<file path="config.mk">
export PLATFORM = sky130hd
export DESIGN_NAME = ata_pio_host
export DESIGN_NICKNAME = d
export VERILOG_FILES = /design/src/rtl/ata_pio_pkg.sv /design/src/rtl/ata_pio_timing.sv /design/src/rtl/ata_pio_sync.sv /design/src/rtl/ata_pio_fsm.sv /design/src/rtl/ata_pio_host.sv
export SDC_FILE = /design/constraint.sdc
export NUM_CORES = 1
export LEC_CHECK = 0
export BUFFER_PORTS_ARGS = -buffer_cell sky130_fd_sc_hd__buf_2
export CORE_ASPECT_RATIO = 0.8
export CORE_MARGIN = 3
export CORE_UTILIZATION = 41
export CTS_CLUSTER_SIZE = 20
export DETAILED_ROUTE_END_ITERATION = 8
export GPL_ROUTABILITY_DRIVEN = 0
export HOLD_SLACK_MARGIN = 0.06
export PLACE_DENSITY = 0.59
export SYNTH_ARGS = -nofsm -noshare
export SYNTH_HDL_FRONTEND = slang
export SYNTH_SLANG_ARGS = --single-unit
</file>
<file path="constraint.sdc">
create_clock -name clk -period 40.3 [get_ports clk]
set_clock_uncertainty 0.2 [all_clocks]
set_input_delay 8.06 -clock clk [delete_from_list [all_inputs] [get_ports clk]]
set_output_delay 8.06 -clock clk [all_outputs]
set_load 0.005 [all_outputs]
</file>
<file path="src/rtl/ata_pio_pkg.sv">
package ata_pio_pkg;

  localparam int TCNT_W = 16;
  typedef logic [TCNT_W-1:0] tcount_t;

  typedef enum logic [2:0] {
    PH_IDLE, PH_SETUP, PH_ACTIVE, PH_HOLD, PH_RECOV
  } phase_t;

  typedef struct packed {
    tcount_t setup;
    tcount_t active;
    tcount_t hold;
    tcount_t recov;
  } pio_timing_t;

  // round a nanosecond figure up to whole clocks
  function automatic int ns2clk(int ns, int clk_ns);
    return (ns + clk_ns - 1) / clk_ns;
  endfunction

  function automatic int max2(int a, int b);
    return (a > b) ? a : b;
  endfunction

  function automatic int setup_ns(logic [2:0] m);
    case (m)
      3'd1: return 50;
      3'd2: return 30;
      3'd3: return 30;
      3'd4: return 25;
      default: return 70;
    endcase
  endfunction

  function automatic int active_ns(logic [2:0] m);
    case (m)
      3'd3: return 80;
      3'd4: return 70;
      default: return 290;
    endcase
  endfunction

  function automatic int addr_hold_ns(logic [2:0] m);
    case (m)
      3'd1: return 15;
      3'd2, 3'd3, 3'd4: return 10;
      default: return 20;
    endcase
  endfunction

  function automatic int wr_hold_ns(logic [2:0] m);
    case (m)
      3'd1: return 20;
      3'd2: return 15;
      3'd3, 3'd4: return 10;
      default: return 30;
    endcase
  endfunction

  function automatic int cycle_ns(logic [2:0] m);
    case (m)
      3'd1: return 383;
      3'd2: return 330;
      3'd3: return 180;
      3'd4: return 120;
      default: return 600;
    endcase
  endfunction

  function automatic int gap_ns(logic [2:0] m);
    case (m)
      3'd3: return 70;
      3'd4: return 25;
      default: return 0;
    endcase
  endfunction

  function automatic pio_timing_t calc_timing(logic [2:0] m, int clk_ns);
    pio_timing_t t;
    int s, a, h, r;
    s = max2(1, ns2clk(setup_ns(m), clk_ns));
    a = max2(1, ns2clk(active_ns(m), clk_ns));
    h = max2(1, max2(ns2clk(addr_hold_ns(m), clk_ns), ns2clk(wr_hold_ns(m), clk_ns)));
    r = max2(0, ns2clk(cycle_ns(m), clk_ns) - (s + a + h));
    r = max2(r, ns2clk(gap_ns(m), clk_ns) - h);
    t.setup  = tcount_t'(s);
    t.active = tcount_t'(a);
    t.hold   = tcount_t'(h);
    t.recov  = tcount_t'(r);
    return t;
  endfunction

endpackage

</file>
<file path="src/rtl/ata_pio_timing.sv">
module ata_pio_timing
  import ata_pio_pkg::*;
#(
  parameter int CLK_NS = 4,
  parameter int MODE_W = 3
) (
  input  logic [MODE_W-1:0] mode,
  output pio_timing_t       tim
);
  logic [2:0] mode_eff;

  // modes above 4 fall back to the slowest timing
  assign mode_eff = (mode > MODE_W'(4)) ? 3'd0 : 3'(mode);
  assign tim      = calc_timing(mode_eff, CLK_NS);
endmodule

</file>
<file path="src/rtl/ata_pio_sync.sv">
module ata_pio_sync #(
  parameter int STAGES = 2
) (
  input  logic clk,
  input  logic rst_n,
  input  logic d,
  output logic q
);
  logic [STAGES-1:0] sr;

  genvar i;
  generate
    for (i = 0; i < STAGES; i++) begin : g_stage
      always_ff @(posedge clk) begin
        if (!rst_n) sr[i] <= 1'b1;
        else        sr[i] <= (i == 0) ? d : sr[(i == 0) ? 0 : i-1];
      end
    end
  endgenerate

  assign q = sr[STAGES-1];
endmodule

</file>
<file path="src/rtl/ata_pio_fsm.sv">
module ata_pio_fsm
  import ata_pio_pkg::*;
#(
  parameter int ADDR_W = 5,
  parameter int DATA_W = 16,
  parameter int MODE_W = 3
) (
  input  logic              clk,
  input  logic              rst_n,
  input  logic              req,
  input  logic              req_wr,
  input  logic [ADDR_W-1:0] req_addr,
  input  logic [MODE_W-1:0] req_mode,
  input  logic [DATA_W-1:0] req_wdata,
  input  logic              iordy_s,
  input  pio_timing_t       tim,
  input  logic [DATA_W-1:0] bus_din,
  output logic [MODE_W-1:0] mode_q,
  output logic [ADDR_W-1:0] addr_q,
  output logic              cs_on,
  output logic              rd_n,
  output logic              wr_n,
  output logic              doe,
  output logic [DATA_W-1:0] dout,
  output logic [DATA_W-1:0] rdata,
  output logic              busy,
  output logic              done,
  output logic              accept,
  output logic              strobe_release,
  output logic              cycle_end
);
  phase_t  state, nxt;
  tcount_t cnt;
  logic    wr_q, wr_sel, active_met, drive_ph;

  assign accept     = (state == PH_IDLE) && req;
  assign active_met = (cnt >= tim.active - 1'b1);

  always_comb begin
    nxt = state;
    case (state)
      PH_IDLE:   if (req) nxt = PH_SETUP;
      PH_SETUP:  if (cnt == tim.setup - 1'b1) nxt = PH_ACTIVE;
      PH_ACTIVE: if (active_met && iordy_s) nxt = PH_HOLD;
      PH_HOLD:   if (cnt == tim.hold - 1'b1)
                   nxt = (tim.recov == '0) ? PH_IDLE : PH_RECOV;
      PH_RECOV:  if (cnt == tim.recov - 1'b1) nxt = PH_IDLE;
      default:   nxt = PH_IDLE;
    endcase
  end

  assign strobe_release = (state == PH_ACTIVE) && (nxt == PH_HOLD);
  assign cycle_end      = (state != PH_IDLE) && (nxt == PH_IDLE);
  assign wr_sel         = accept ? req_wr : wr_q;
  assign drive_ph       = (nxt == PH_SETUP) || (nxt == PH_ACTIVE) || (nxt == PH_HOLD);
  assign busy           = (state != PH_IDLE);

  always_ff @(posedge clk) begin
    if (!rst_n) begin
      state <= PH_IDLE;
      cnt   <= '0;
      wr_q  <= 1'b0;
      addr_q <= '0;
      mode_q <= '0;
      dout  <= '0;
      rdata <= '0;
      done  <= 1'b0;
      cs_on <= 1'b0;
      rd_n  <= 1'b1;
      wr_n  <= 1'b1;
      doe   <= 1'b0;
    end else begin
      state <= nxt;
      if (state != nxt)        cnt <= '0;
      else if (cnt != '1)      cnt <= cnt + 1'b1;
      if (accept) begin
        wr_q   <= req_wr;
        addr_q <= req_addr;
        mode_q <= req_mode;
        dout   <= req_wdata;
      end
      if (strobe_release && !wr_q) rdata <= bus_din;
      done  <= cycle_end;
      cs_on <= drive_ph;
      rd_n  <= !((nxt == PH_ACTIVE) && !wr_sel);
      wr_n  <= !((nxt == PH_ACTIVE) && wr_sel);
      doe   <= drive_ph && wr_sel;
    end
  end
endmodule

</file>
<file path="src/rtl/ata_pio_host.sv">
module ata_pio_host
  import ata_pio_pkg::*;
#(
  parameter int CLK_NS    = 4,
  parameter int ADDR_W    = 5,
  parameter int DATA_W    = 16,
  parameter int MODE_W    = 3,
  parameter int SYNC_STG  = 2,
  localparam int DA_W     = ADDR_W - 2
) (
  input  logic              clk,
  input  logic              rst_n,
  input  logic              req,
  input  logic              req_wr,
  input  logic [ADDR_W-1:0] req_addr,
  input  logic [MODE_W-1:0] req_mode,
  input  logic [DATA_W-1:0] req_wdata,
  output logic              busy,
  output logic              done,
  output logic [DATA_W-1:0] rdata,
  output logic              bus_cs1_n,
  output logic              bus_cs0_n,
  output logic [DA_W-1:0]   bus_da,
  output logic              bus_rd_n,
  output logic              bus_wr_n,
  output logic              bus_doe,
  output logic [DATA_W-1:0] bus_dout,
  input  logic [DATA_W-1:0] bus_din,
  input  logic              bus_iordy
);
  pio_timing_t       tim;
  logic [MODE_W-1:0] mode_q;
  logic [ADDR_W-1:0] addr_q;
  logic              cs_on, iordy_s;
  logic              accept, strobe_release, cycle_end;

  ata_pio_sync #(.STAGES(SYNC_STG)) u_sync (
    .clk(clk), .rst_n(rst_n), .d(bus_iordy), .q(iordy_s)
  );

  ata_pio_timing #(.CLK_NS(CLK_NS), .MODE_W(MODE_W)) u_timing (
    .mode(mode_q), .tim(tim)
  );

  ata_pio_fsm #(.ADDR_W(ADDR_W), .DATA_W(DATA_W), .MODE_W(MODE_W)) u_fsm (
    .clk(clk), .rst_n(rst_n), .req(req), .req_wr(req_wr),
    .req_addr(req_addr), .req_mode(req_mode), .req_wdata(req_wdata),
    .iordy_s(iordy_s), .tim(tim), .bus_din(bus_din),
    .mode_q(mode_q), .addr_q(addr_q), .cs_on(cs_on),
    .rd_n(bus_rd_n), .wr_n(bus_wr_n), .doe(bus_doe), .dout(bus_dout),
    .rdata(rdata), .busy(busy), .done(done), .accept(accept),
    .strobe_release(strobe_release), .cycle_end(cycle_end)
  );

  // top two address bits become the inverted chip selects
  assign bus_cs1_n = cs_on ? ~addr_q[ADDR_W-1] : 1'b1;
  assign bus_cs0_n = cs_on ? ~addr_q[ADDR_W-2] : 1'b1;
  assign bus_da    = addr_q[DA_W-1:0];
endmodule

</file>
# Yosys cells after proc, flatten, opt, wreduce, memory -nomap -nowiden
# Index checks and enable logic that the tools add are counted.
# classes
addsub,27
n_mul,0
n_div,0
n_lt_le_gt_ge,8
n_eq_ne,16
shift,0
n_mux,23
n_bitwise,9
n_reduce_logical,28
# ops
operator,count
$add A32 B1 Y32,6
$sub A32 B2 Y32 const B,6
$mux W32,5
$gt A2 B32 Y1 const A,3
$add A32 B32 Y32,2
$gt A32 B32 Y1,2
$sub A16 B1 Y16 const B,4
$sub A32 B32 Y32,2
$eq A16 B16 Y1,3
$pmux W10 S4,1
$gt A1 B32 Y1 const A,1
$mux W3,7
$pmux W7 S3,1
$eq A3 B2 Y1 const B,6
$pmux W9 S2,1
$reduce_or A2 Y1,9
$add A16 B1 Y16 const B,1
$add A7 B3 Y8 const B,2
$ge A16 B16 Y1,1
$logic_not A16 Y1,1
$mux W16,1
$ne A16 B16 Y1 const B,1
$pmux W3 S5,1
$pmux W5 S3,1
18 further kinds,43
# word_totals
regBits,67
latchBits,0
mem_bits_rw,0
rom_bits,0
output_inout_bits,42
wordCells,125
mem_count,0

# Depth between registers and ports, before layout
# Gate-level depths: netlist of run 1.
# logic_depth
word_depth,28
ltp_mapped,62
mapped_depth_nobuf,58

# By module
# A second synthesis of run 1 with hierarchy kept.
# hier_totals
cells_unflattened,799
area_unflattened_um2,6337.3
# by_module_without_submodules
mod,instances,cells_per_inst,area_each_um2
ata_pio_fsm,1,624,4978.5
ata_pio_timing,1,169,1298.7
ata_pio_sync,1,4,52.6
ata_pio_host,1,2,7.5

# Worst setup path before layout of run 1
# OpenSTA, ideal clock, no wires.
# synth_timing
path_type,flip-flop to flip-flop
from,register u_fsm.mode_q[2]
to,register u_fsm.cnt[10]
t_arrival_ps,12453
required_time_ps,39958
setup_slack_ps,27505
stages_incl_launch_ff,63
path_buffers,6
synth_period_minus_slack_ps,12795
path_cell_list,dfxtp_1 or3b_1 buf_4 clkbuf_1 nand2_1 inv_1 ha_1 or2_2 ha_1 nand2b_1 a21oi_1 o211ai_1 a21oi_1 ha_1 ha_1 xnor2_1 xor2_1 inv_1 [27 not listed] nor4_1 and4_1 buf_4 nor2_2 a22oi_1 ha_1 nand2_1 nor2_1 xnor2_1 nor2_1 o31ai_1 a21oi_1 or4_1 a2111oi_2 o211ai_2 a21oi_4 buf_6 nor4_2
# synth_between
elab_chain_cells,26
elab_cells_between_ends,79
cone_classes,26 x add/sub; 8 x order compare; 8 x eq/ne; 19 x mux; 6 x bitwise; 12 x reduce/logical
# synth_rtl
element,line_no,source
"start, declared",ata_pio_fsm.sv:18,"output logic [MODE_W-1:0] mode_q,"
"start signal, assigned",ata_pio_fsm.sv:79,mode_q <= req_mode;
$gt A3 B3 Y1,ata_pio_timing.sv:13,assign mode_eff = (mode > MODE_W'(4)) ? 3'd0 : 3'(mode);
$mux W3 (*),ata_pio_timing.sv:13,
"$eq A3 B2 Y1, or another cell as far along",n/a,
$reduce_or A3 Y1 or $reduce_or A2 Y1 (tied branches),"ata_pio_pkg.sv:45, ata_pio_pkg.sv:53",
$pmux W5 S2 or $pmux W5 S3 (tied branches),"ata_pio_pkg.sv:45, ata_pio_pkg.sv:53",
$add A5 B3 Y6,ata_pio_pkg.sv:19,return (ns + clk_ns - 1) / clk_ns;
$sub A32 B2 Y32,ata_pio_pkg.sv:19,
$reduce_or A2 Y1 (no line),n/a,
[10 not listed],n/a,
$gt A32 B32 Y1,ata_pio_pkg.sv:23,return (a > b) ? a : b;
$mux W16,ata_pio_pkg.sv:23,
$sub A16 B1 Y16 or $logic_not A16 Y1 (tied branches),"ata_pio_fsm.sv:47, ata_pio_fsm.sv:46",
$eq A16 B16 Y1 or $mux W3 (tied branches),"ata_pio_fsm.sv:47, ata_pio_fsm.sv:46",
$mux W3 (on tied branches),"ata_pio_fsm.sv:47, ata_pio_fsm.sv:45",
$pmux W3 S5 (*),ata_pio_fsm.sv:41,case (state)
$ne A3 B3 Y1 (*),ata_pio_fsm.sv:74,if (state != nxt) cnt <= '0;
$reduce_or A2 Y1 (no line) (*),n/a,
"end signal, assigned",ata_pio_fsm.sv:75,else if (cnt != '1) cnt <= cnt + 1'b1;
"end, declared",ata_pio_fsm.sv:33,tcount_t cnt;
# Mark *: on every way between the ends. The rest lies on a longest branch, timed or not.
# A chain may end at the register's enable or synchronous reset.

# Worst setup path in the final report of run 1
# layout_timing
from,register u_fsm.mode_q[2]
to,register u_fsm.cnt[1]
# Same word-level chain as after synthesis.

==> results.py, run 1 <==
metrics = {
    "clock_network": {
        "cts_repair_resize_count": 0,
        "clock_path_buffers": 2,
        "root_buffer": "clkbuf_16",
        "clk_latency_ns": 0.33,
        "cts_buffers": 9,
        "hold_buffers": 0,
        "cts_num_sinks": 67,
        "cts_htree_levels": 3,
        "cts.clk_slew.worst_paths_ns": 0.06,
        "cts_tree": "built",
        "post_cts_buffers": 0,
    },
    "detailed_routing": {
        "firstDrtPassIters": 5,
        "drt_iter0_drc": 723,
        "antenna_left": 0,
        "routed_via_density": 5.44,
        "wirelength_um": 25600,
        "vias": 9187,
        "avgRoutedWirePerCell_um": 15.2,
        "route.detailed.drc": 0,
    },
    "synth": {
        "synthArstFlopShare": 0,
        "synth_xor_xnor_area_share": 0.0596,
        "ys_seq_area_frac": 0.141,
        "syn-cell-area_sq_mm": 0.00953,
        "synth_area_leaders": "ha_1, dfxtp_1, fa_1, nand2_1, a21oi_1",
        "synth_flop_cell": "dfxtp_1",
        "postSynthAreaPerCell_sq_um": 7.64,
        "yosys_warnings": 0,
        "synth-simple-area-share": 0.252,
        "synth_compound_area_frac": 0.211,
        "synth-edff-count": 0,
        "synth_top_area_share": 0.177,
        "syn_inst": 1247,
        "synth_cell_types": 90,
        "synth_top_area_cell": "ha_1",
        "yosys_register_bits": 67,
        "synth_top_family_by_area": "simple AND/OR/NAND/NOR gates",
        "synthMuxAreaShare": 0.0256,
        "synth_fa_ha_area_frac": 0.245,
    },
    "floorplanning": {
        "pin_count": 87,
        "die_w_um": 176,
        "core-area_sq_mm": 0.0226,
        "die-area_sq_mm": 0.0251,
        "rows": 49,
        "initial_core_util": 0.421,
        "fp.dieH_um": 142,
    },
    "power": {
        "power_leakage_nw": 4.80,
        "pwr-share-seq": 0.134,
        "power_density_mw_per_mm2": 48.8,
        "clkPwrFrac": 0.149,
        "peakVddDrop_v": 0.0000248,
        "p_sw_w": 0.000269,
        "comb_power_share": 0.717,
        "swShare": 0.513,
        "intPower_w": 0.000256,
    },
    "critical_path": {
        "slowest_delay_ns": 0.68,
        "crit_path_start_kind": "register",
        "critPathMostFrequentCell": "ha_1",
        "slowest_stage": "or3b_1",
        "cp_top_family": "simple AND/OR/NAND/NOR gates",
        "cp.required_ns": 40.28,
        "worst-setup-path-type": "register to register",
        "cp_max_fo": 19,
        "crit_buf_inv": 5,
        "endpoint_kind": "register",
        "timing.rr.start": "u_fsm.mode_q[2]",
        "cp.arrival_ns": 15.38,
        "critPathLaunch": "u_fsm.mode_q[2]",
    },
    "final_layout": {
        "nets": 1589,
        "diodes": 0,
        "instances_no_fill": 1688,
        "final_cell_mix": "nand2_1, ha_1, conb_1, nor2_1, a21oi_1",
        "num-fill-cells": 2322,
        "final_area_sq_mm": 0.0108,
        "drive_gt1_frac": 0.111,
        "final_common_cell": "nand2_1",
        "syn2layout_area_growth_pct": 12.9,
    },
    "sta": {
        "setup_viol": 0,
        "grt_setup_unrepaired": "false",
        "setup_tns_ns": 0,
        "slew_violations": 0,
        "period_share": 0.382,
        "fin_ws_ns": 24.89,
        "worstMarginPinSlew_ns": 1.01,
        "hold_violations": 0,
        "relSlewSlack": 0.327,
        "fmax_mhz": 64.9,
        "layout_min_cycle_time_ns": 15.41,
    },
    "run": {
        "drv_cap": 0,
    },
    "grt": {
        "grt_pass1_wl_um": 42300,
        "first_global_vias": 8499,
        "antenna_found_initial": 0,
        "grt_max_degree": 48,
        "grtUsageTotal": 0.201,
        "grt_overflow_total": 0,
    },
    "place": {
        "dpl_worst_slack_ns": 25.08,
        "port_buffers": 86,
        "placed_cell_area_sq_mm": 0.0105,
        "place_inst": 1672,
        "hpwl_um": 20900,
    },
    "worst_hold_path": {
        "hold_class": "register to register",
        "worstHoldStart": "u_sync.sr[0]",
    },
    "outcome": {
        "status": "completed",
    },
}
==> layer usage <==
metal | track usage | wire (um)
met4 | 0.0198 | 148
met2 | 0.303 | 10700
met5 | 0 | 0
met1 | 0.310 | 13200
met3 | 0.0363 | 1540
==> state kept, by name, indices dropped and copies added, names as in the netlist <==
signal and cells:
u_fsm.cnt 16, u_fsm.dout 16, u_fsm.rdata 16, u_fsm.addr_q 5, u_fsm.mode_q 3, u_fsm.state 3
u_fsm.cs_on 1, u_fsm.doe 1, u_fsm.done 1, u_fsm.rd_n 1, u_fsm.wr_n 1, u_fsm.wr_q 1
u_sync.q 1, u_sync.sr 1
==> synth_stat cells (9+ instances only) <==
library cell	number
xor2_1	23
xnor2_1	40
nand4_1	27
inv_1	91
o21bai_1	11
nor4_1	19
mux2i_1	21
nor3_1	36
o21ai_0	58
o211ai_1	18
fa_1	32
a21o_1	9
nor2_1	95
dfxtp_1	67
a211oi_1	11
clkbuf_1	54
and2_1	13
and3_1	11
or2_2	9
nand2_1	136
a21oi_1	92
ha_1	135
nand2b_1	15
nand3_1	41
==> final cells by class <==
| class | instances | area [sq um] | share of cell area |
|---|---|---|---|
| clock buffers | 9 | 225 | 0.0209 |
| clock inverters | 7 | 76.3 | 0.00710 |
| inverters | 91 | 342 | 0.0318 |
| multi-input cells | 1116 | 7910 | 0.736 |
| flip-flops and latches | 67 | 1340 | 0.125 |
| well taps | 306 | 383 | 0.0356 |
| repair buffers | 92 | 475 | 0.0442 |
==> through the flow <==
stage	hold WS, ns	power [W]	util
after global placement	0.193	0.000434	0.462
after CTS	0.215	0.000512	0.475
after global routing	0.233	0.000575	0.475
after floorplan	0.186	0.000355	-
final	0.215	0.000525	0.475
after detailed placement	0.202	0.000432	0.462
==> power by group through the flow <==
stage / combinational, W / clock, W / sequential, W
after global placement: 0.000362 / 0 / 0.0000716
final: 0.000376 / 0.0000784 / 0.0000703
after detailed placement: 0.000360 / 0 / 0.0000717
after global routing: 0.000421 / 0.0000833 / 0.0000706
after CTS: 0.000362 / 0.0000802 / 0.0000703
after floorplan: 0.000284 / 0 / 0.0000707
==> path summary, 6_finish.rpt <==
| check | to | slack (ns) | cells past startpoint |
|---|---|---|---|
| max | u_fsm.cnt[1] | 24.89 | 57 |
| min | u_sync.q | 0.21 | 1 |
| max reg2reg | u_fsm.cnt[1] | 24.89 | 57 |
| min reg2reg | u_sync.q | 0.21 | 1 |
==> cells by family after synthesis <==
| kind of cell | after synthesis |
|---|---|
| and+or+nand+nor | 465 |
| AOI/OAI and AO/OA | 300 |
| adders and majority gates | 167 |
| buffers and inverters | 158 |
| DFF | 67 |
| xor gates and xnor gates | 64 |
| muxes | 24 |
| other | 2 |
(Power assumes the default switching activity.)
==> run 2, diff against run 1 <==
- ABC_AREA: default -> 1
- clock period: 40.3 -> 14.9 ns (I/O delays scaled with it)
==> results.py, run 2 <==
metrics = {
    "outcome": {
        "status": "completed",
    },
    "clock_network": {
        "cts_buffers": 9,
        "root_buffer": "clkbuf_16",
        "cts.clk_slew.worst_paths_ns": 0.06,
        "hold_buffers": 0,
        "clock_path_buffers": 2,
        "cts_tree": "built",
        "clk_latency_ns": 0.33,
        "cts_htree_levels": 3,
        "cts_num_sinks": 67,
        "post_cts_buffers": 0,
        "cts_repair_resize_count": 0,
    },
    "place": {
        "hpwl_um": 19800,
        "port_buffers": 86,
        "place_inst": 1799,
        "dpl_worst_slack_ns": 3.07,
    },
    "detailed_routing": {
        "route.detailed.drc": 0,
        "antenna_left": 0,
        "vias": 8825,
        "firstDrtPassIters": 5,
        "routed_via_density": 4.86,
        "avgRoutedWirePerCell_um": 13.2,
        "drt_iter0_drc": 614,
        "wirelength_um": 23900,
    },
    "power": {
        "power_density_mw_per_mm2": 142,
        "power_leakage_nw": 5.45,
        "peakVddDrop_v": 0.0000630,
    },
    "sta": {
        "period_share": 0.802,
        "fin_ws_ns": 2.95,
        "layout_min_cycle_time_ns": 11.95,
        "relSlewSlack": 0.503,
        "setup_tns_ns": 0,
        "setup_viol": 0,
        "fmax_mhz": 83.7,
        "whs_ns": 0.227,
        "worstMarginPinSlew_ns": 0.744,
        "hold_violations": 0,
        "grt_setup_unrepaired": "false",
        "slew_violations": 0,
    },
    "critical_path": {
        "cp_max_fo": 16,
        "slowest_stage": "nor2_2",
        "rrSetupSlack_ns": 2.95,
        "cp.required_ns": 14.92,
        "endpoint_kind": "register",
        "cp.arrival_ns": 11.96,
        "slowest_delay_ns": 0.57,
        "worst-setup-path-type": "register to register",
        "crit_path_start_kind": "register",
        "crit_buf_inv": 7,
        "cp_top_family": "simple AND/OR/NAND/NOR gates",
        "critPathMostFrequentCell": "nand2_1",
    },
    "floorplanning": {
        "core-area_sq_mm": 0.0217,
        "rows": 48,
        "pin_count": 87,
        "fp.dieH_um": 139,
        "initial_core_util": 0.420,
        "die_w_um": 173,
        "die-area_sq_mm": 0.0241,
    },
    "final_layout": {
        "register_area_sq_mm": 0.00134,
        "diodes": 0,
        "final_util": 0.482,
        "multiInputGateArea_sq_mm": 0.00718,
        "final_cell_mix": "nand2_1, inv_1, ha_1, nor2_1, nand3_1",
        "drive_gt1_frac": 0.118,
        "reg_top3": "u_fsm.cnt x16, u_fsm.dout x16, u_fsm.rdata x16",
        "num-fill-cells": 2354,
        "syn2layout_area_growth_pct": 14.5,
        "final_common_cell": "nand2_1",
        "nets": 1722,
        "instances_no_fill": 1815,
    },
    "grt": {
        "grtUsageTotal": 0.199,
        "grt_max_degree": 51,
        "first_global_vias": 8180,
        "antenna_found_initial": 0,
        "grt_overflow_total": 0,
        "grt_pass1_wl_um": 40700,
    },
    "synth": {
        "synth_top_area_share": 0.185,
        "synthArstFlopShare": 0,
        "yosys_warnings": 0,
        "ys_seq_area_frac": 0.147,
        "synth_flop_cell": "dfxtp_1",
        "synth_top_area_cell": "ha_1",
        "syn-cell-area_sq_mm": 0.00912,
        "yosysMostFrequentCell": "nand2_1",
        "yosys_register_bits": 67,
        "synth_common_cells": "nand2_1, inv_1, ha_1, nor2_1, nand3_1",
        "postSynthAreaPerCell_sq_um": 6.75,
        "synth-edff-count": 0,
        "syn_inst": 1351,
        "synth_area_leaders": "ha_1, dfxtp_1, nand2_1, inv_1, fa_1",
        "synth_cell_types": 53,
    },
    "run": {
        "drv_cap": 0,
    },
    "worst_hold_path": {
        "hold_class": "register to register",
    },
}
-- run 2: cell types whose count changed after synthesis, sizes merged, moves of 17 or more --
| cell | delta |
|---|---|
| inv | +108 |
| nand3 | +83 |
| nor3 | -17 |
| nand2 | +161 |
| xnor2 | -30 |
| mux2i | -20 |
| nor2 | +47 |
| clkbuf | -34 |
| xor2 | +24 |
| nor4 | -20 |
-- run 2: logic make-up (layout without fill, tap and decap cells) --
group | after synthesis | count (layout) | synth area share
xor+xnor | 58 | 58 | 0.0565
mux | 1 | 1 | 0.00110
simple gates | 632 | 632 | 0.317
buf+inv | 235 | 305 | 0.104
fa+ha+maj | 167 | 167 | 0.256
flops | 67 | 67 | 0.147
compound gates | 189 | 189 | 0.117
other cells | 2 | 96 | 0.000824
-- run 2: final cells by class --
type | instances | share of cell area
clock inverters | 7 | 0.0119
inverters | 201 | 0.0723
well taps | 300 | 0.0359
repair buffers | 88 | 0.0427
flip-flops and latches | 67 | 0.128
multi-input cells | 1143 | 0.687
clock buffers | 9 | 0.0216
-- run 2: worst reg2reg max path: cells and delay by family (launching register included) --
kind                       cells  cell delay [ns]
buffers and inverters          7             0.44
DFF                            1             0.36
and+or+nand+nor               42             6.38
adders and majority gates     11             3.12
AOI/OAI and AO/OA              8             1.38
-- run 2: final timing paths --
path / start / depth (start not counted) / endpoint
max: u_fsm.mode_q[0] / 68 / u_fsm.cnt[15]
min: u_sync.sr[0] / 1 / u_sync.q
max reg2reg: u_fsm.mode_q[0] / 68 / u_fsm.cnt[15]
min reg2reg: u_sync.sr[0] / 1 / u_sync.q
-- run 2: report_power, final --
group | leakage (nW) | internal (W) | total (W) | switching, W
sequential | 0.547 | 0.000187 | 0.000192 | 0.00000541
combinational | 4.73 | 0.000358 | 0.00104 | 0.000683
clock | 0.166 | 0.000165 | 0.000247 | 0.0000830
total | 5.45 | 0.000709 | 0.00148 | 0.000772
-- run 2: per-stage QoR --
stage | power (W) | area (sq um)
after global routing | 0.00163 | 10400
after global placement | 0.00119 | 10100
after detailed placement | 0.00119 | 10100
after floorplan | 0.000998 | 9470
after CTS | 0.00145 | 10400
final | 0.00148 | 10400
-- run 2: layer usage --
layer  GRT usage  share of wire  routed length [um]  up-vias
met5           0              0                   0        -
met4      0.0256         0.0076                 182        0
met3      0.0265          0.053                1260       19
met2       0.297           0.40                9460      189
met1       0.312           0.54               13000     3998
li1            -              -                   -     4619
==> run 3, diff against run 2 <==
- clock period: 14.9 -> 11.14 ns (I/O delays scaled with it)
==> results.py, run 3 (synthesized netlist as in run 2, its figures left out) <==
metrics = {
    "critical_path": {
        "rrSetupSlack_ns": 0.84,
        "cp_max_fo": 16,
        "cp.arrival_ns": 10.32,
        "cp.required_ns": 11.16,
        "slowest_delay_ns": 0.55,
        "worst-setup-path-type": "register to register",
        "endpoint_kind": "register",
        "slowest_stage": "fa_1",
        "critPathMostFrequentCell": "nand2_1",
        "crit_buf_inv": 6,
        "cp_top_family": "simple AND/OR/NAND/NOR gates",
        "crit_path_start_kind": "register",
    },
    "floorplanning": {
        "core-area_sq_mm": 0.0217,
        "rows": 48,
        "die-area_sq_mm": 0.0241,
        "die_w_um": 173,
        "fp.dieH_um": 139,
        "pin_count": 87,
        "initial_core_util": 0.420,
    },
    "sta": {
        "slew_violations": 0,
        "period_share": 0.924,
        "worstMarginPinSlew_ns": 0.731,
        "layout_min_cycle_time_ns": 10.30,
        "hold_violations": 0,
        "setup_viol": 0,
        "fmax_mhz": 97.1,
        "relSlewSlack": 0.511,
    },
    "clock_network": {
        "cts_htree_levels": 3,
        "cts_tree": "built",
        "cts_num_sinks": 67,
        "cts_buffers": 9,
        "root_buffer": "clkbuf_16",
        "hold_buffers": 0,
        "clock_path_buffers": 2,
        "cts.clk_slew.worst_paths_ns": 0.06,
        "clk_latency_ns": 0.33,
    },
    "run": {
        "drv_cap": 0,
    },
    "final_layout": {
        "diodes": 0,
        "reg_top3": "u_fsm.cnt x16, u_fsm.dout x16, u_fsm.rdata x16",
        "syn2layout_area_growth_pct": 16.8,
        "final_util": 0.491,
        "final_cell_mix": "nand2_1, inv_1, ha_1, nor2_1, nand3_1",
        "nets": 1739,
        "drive_gt1_frac": 0.134,
        "final_common_cell": "nand2_1",
    },
    "detailed_routing": {
        "antenna_left": 0,
        "vias": 8870,
        "routed_via_density": 4.84,
        "wirelength_um": 23400,
        "avgRoutedWirePerCell_um": 12.8,
        "drt_iter0_drc": 602,
        "route.detailed.drc": 0,
        "firstDrtPassIters": 5,
    },
    "grt": {
        "grt_overflow_total": 0,
        "grt_max_degree": 51,
        "first_global_vias": 7987,
        "grt_pass1_wl_um": 39200,
        "antenna_found_initial": 0,
        "grtUsageTotal": 0.193,
    },
    "power": {
        "power_leakage_nw": 5.53,
        "p_total_w": 0.00200,
        "peakVddDrop_v": 0.0000944,
        "power_density_mw_per_mm2": 188,
    },
    "outcome": {
        "status": "completed",
    },
    "worst_hold_path": {
        "hold_class": "register to register",
    },
    "place": {
        "hpwl_um": 19200,
        "port_buffers": 86,
    },
}
run 3: cell count changes in the layout (fill, tap and decap cells not counted), sizes merged:
| cell | change |
|---|---|
| clkinv | -2 |
| nand2 | +1 |
| buf | +15 |
| clkbuf | +3 |
| nand3 | +1 |
| bufinv | -2 |
| inv | +1 |
run 3: worst paths after layout:
check                        to  cells past startpoint             from
setup / recovery  u_fsm.cnt[14]                     67  u_fsm.mode_q[1]
hold / removal         u_sync.q                      1     u_sync.sr[0]
setup reg to reg  u_fsm.cnt[14]                     67  u_fsm.mode_q[1]
hold reg to reg        u_sync.q                      1     u_sync.sr[0]
run 3: through the flow:
step / instances / hold slack [ns] / setup TNS, ns / instance area, sq um / setup WS [ns]
after floorplan: 1445 / 0.193 / 0 / 9470 / 1.26
final: 1832 / 0.223 / 0 / 10600 / 0.842
after detailed placement: 1805 / 0.215 / 0 / 10100 / 0.258
after CTS: 1821 / 0.227 / 0 / 10500 / 0.230
after global placement: 1805 / 0.203 / 0 / 10100 / 0.458
after global routing: 1832 / 0.255 / -0.000902 / 10600 / -0.000902
run 3: metal layers:
layer / part of all wire / global-route usage
met5: 0 / 0
met4: 0.0042 / 0.0162
met3: 0.055 / 0.0306
met2: 0.39 / 0.279
met1: 0.55 / 0.308
run 3: repair_timing:
action	CTS	global route
setup buffers	0	9
endpoints found under the setup margin	0	18
resized for setup	0	20
run 3: layout make-up:
class / count / area, sq um
fillers: 2265 / 11000
multi-input cells: 1145 / 7300
flip-flops and latches: 67 / 1340
inverters: 201 / 754
repair buffers: 103 / 558
well taps: 300 / 375
clock buffers: 12 / 267
clock inverters: 4 / 55.1
run 3: worst reg2reg max path, delay by kind of cell, from the launching register on:
| family | cells | cell delay (ns) |
|---|---|---|
| buffers and inverters | 6 | 0.51 |
| adder cells (fa/ha/maj) | 11 | 3.24 |
| flip-flops | 1 | 0.35 |
| AO/OA/AOI/OAI | 9 | 1.50 |
| AND/OR/NAND/NOR | 40 | 4.26 |
| XOR/XNOR | 1 | 0.13 |
run 3: report_power, final:
part           internal, W  leakage, nW  switching, W
Clock             0.000193        0.156      0.000111
Combinational     0.000514         4.83      0.000929
Sequential        0.000249        0.547    0.00000711
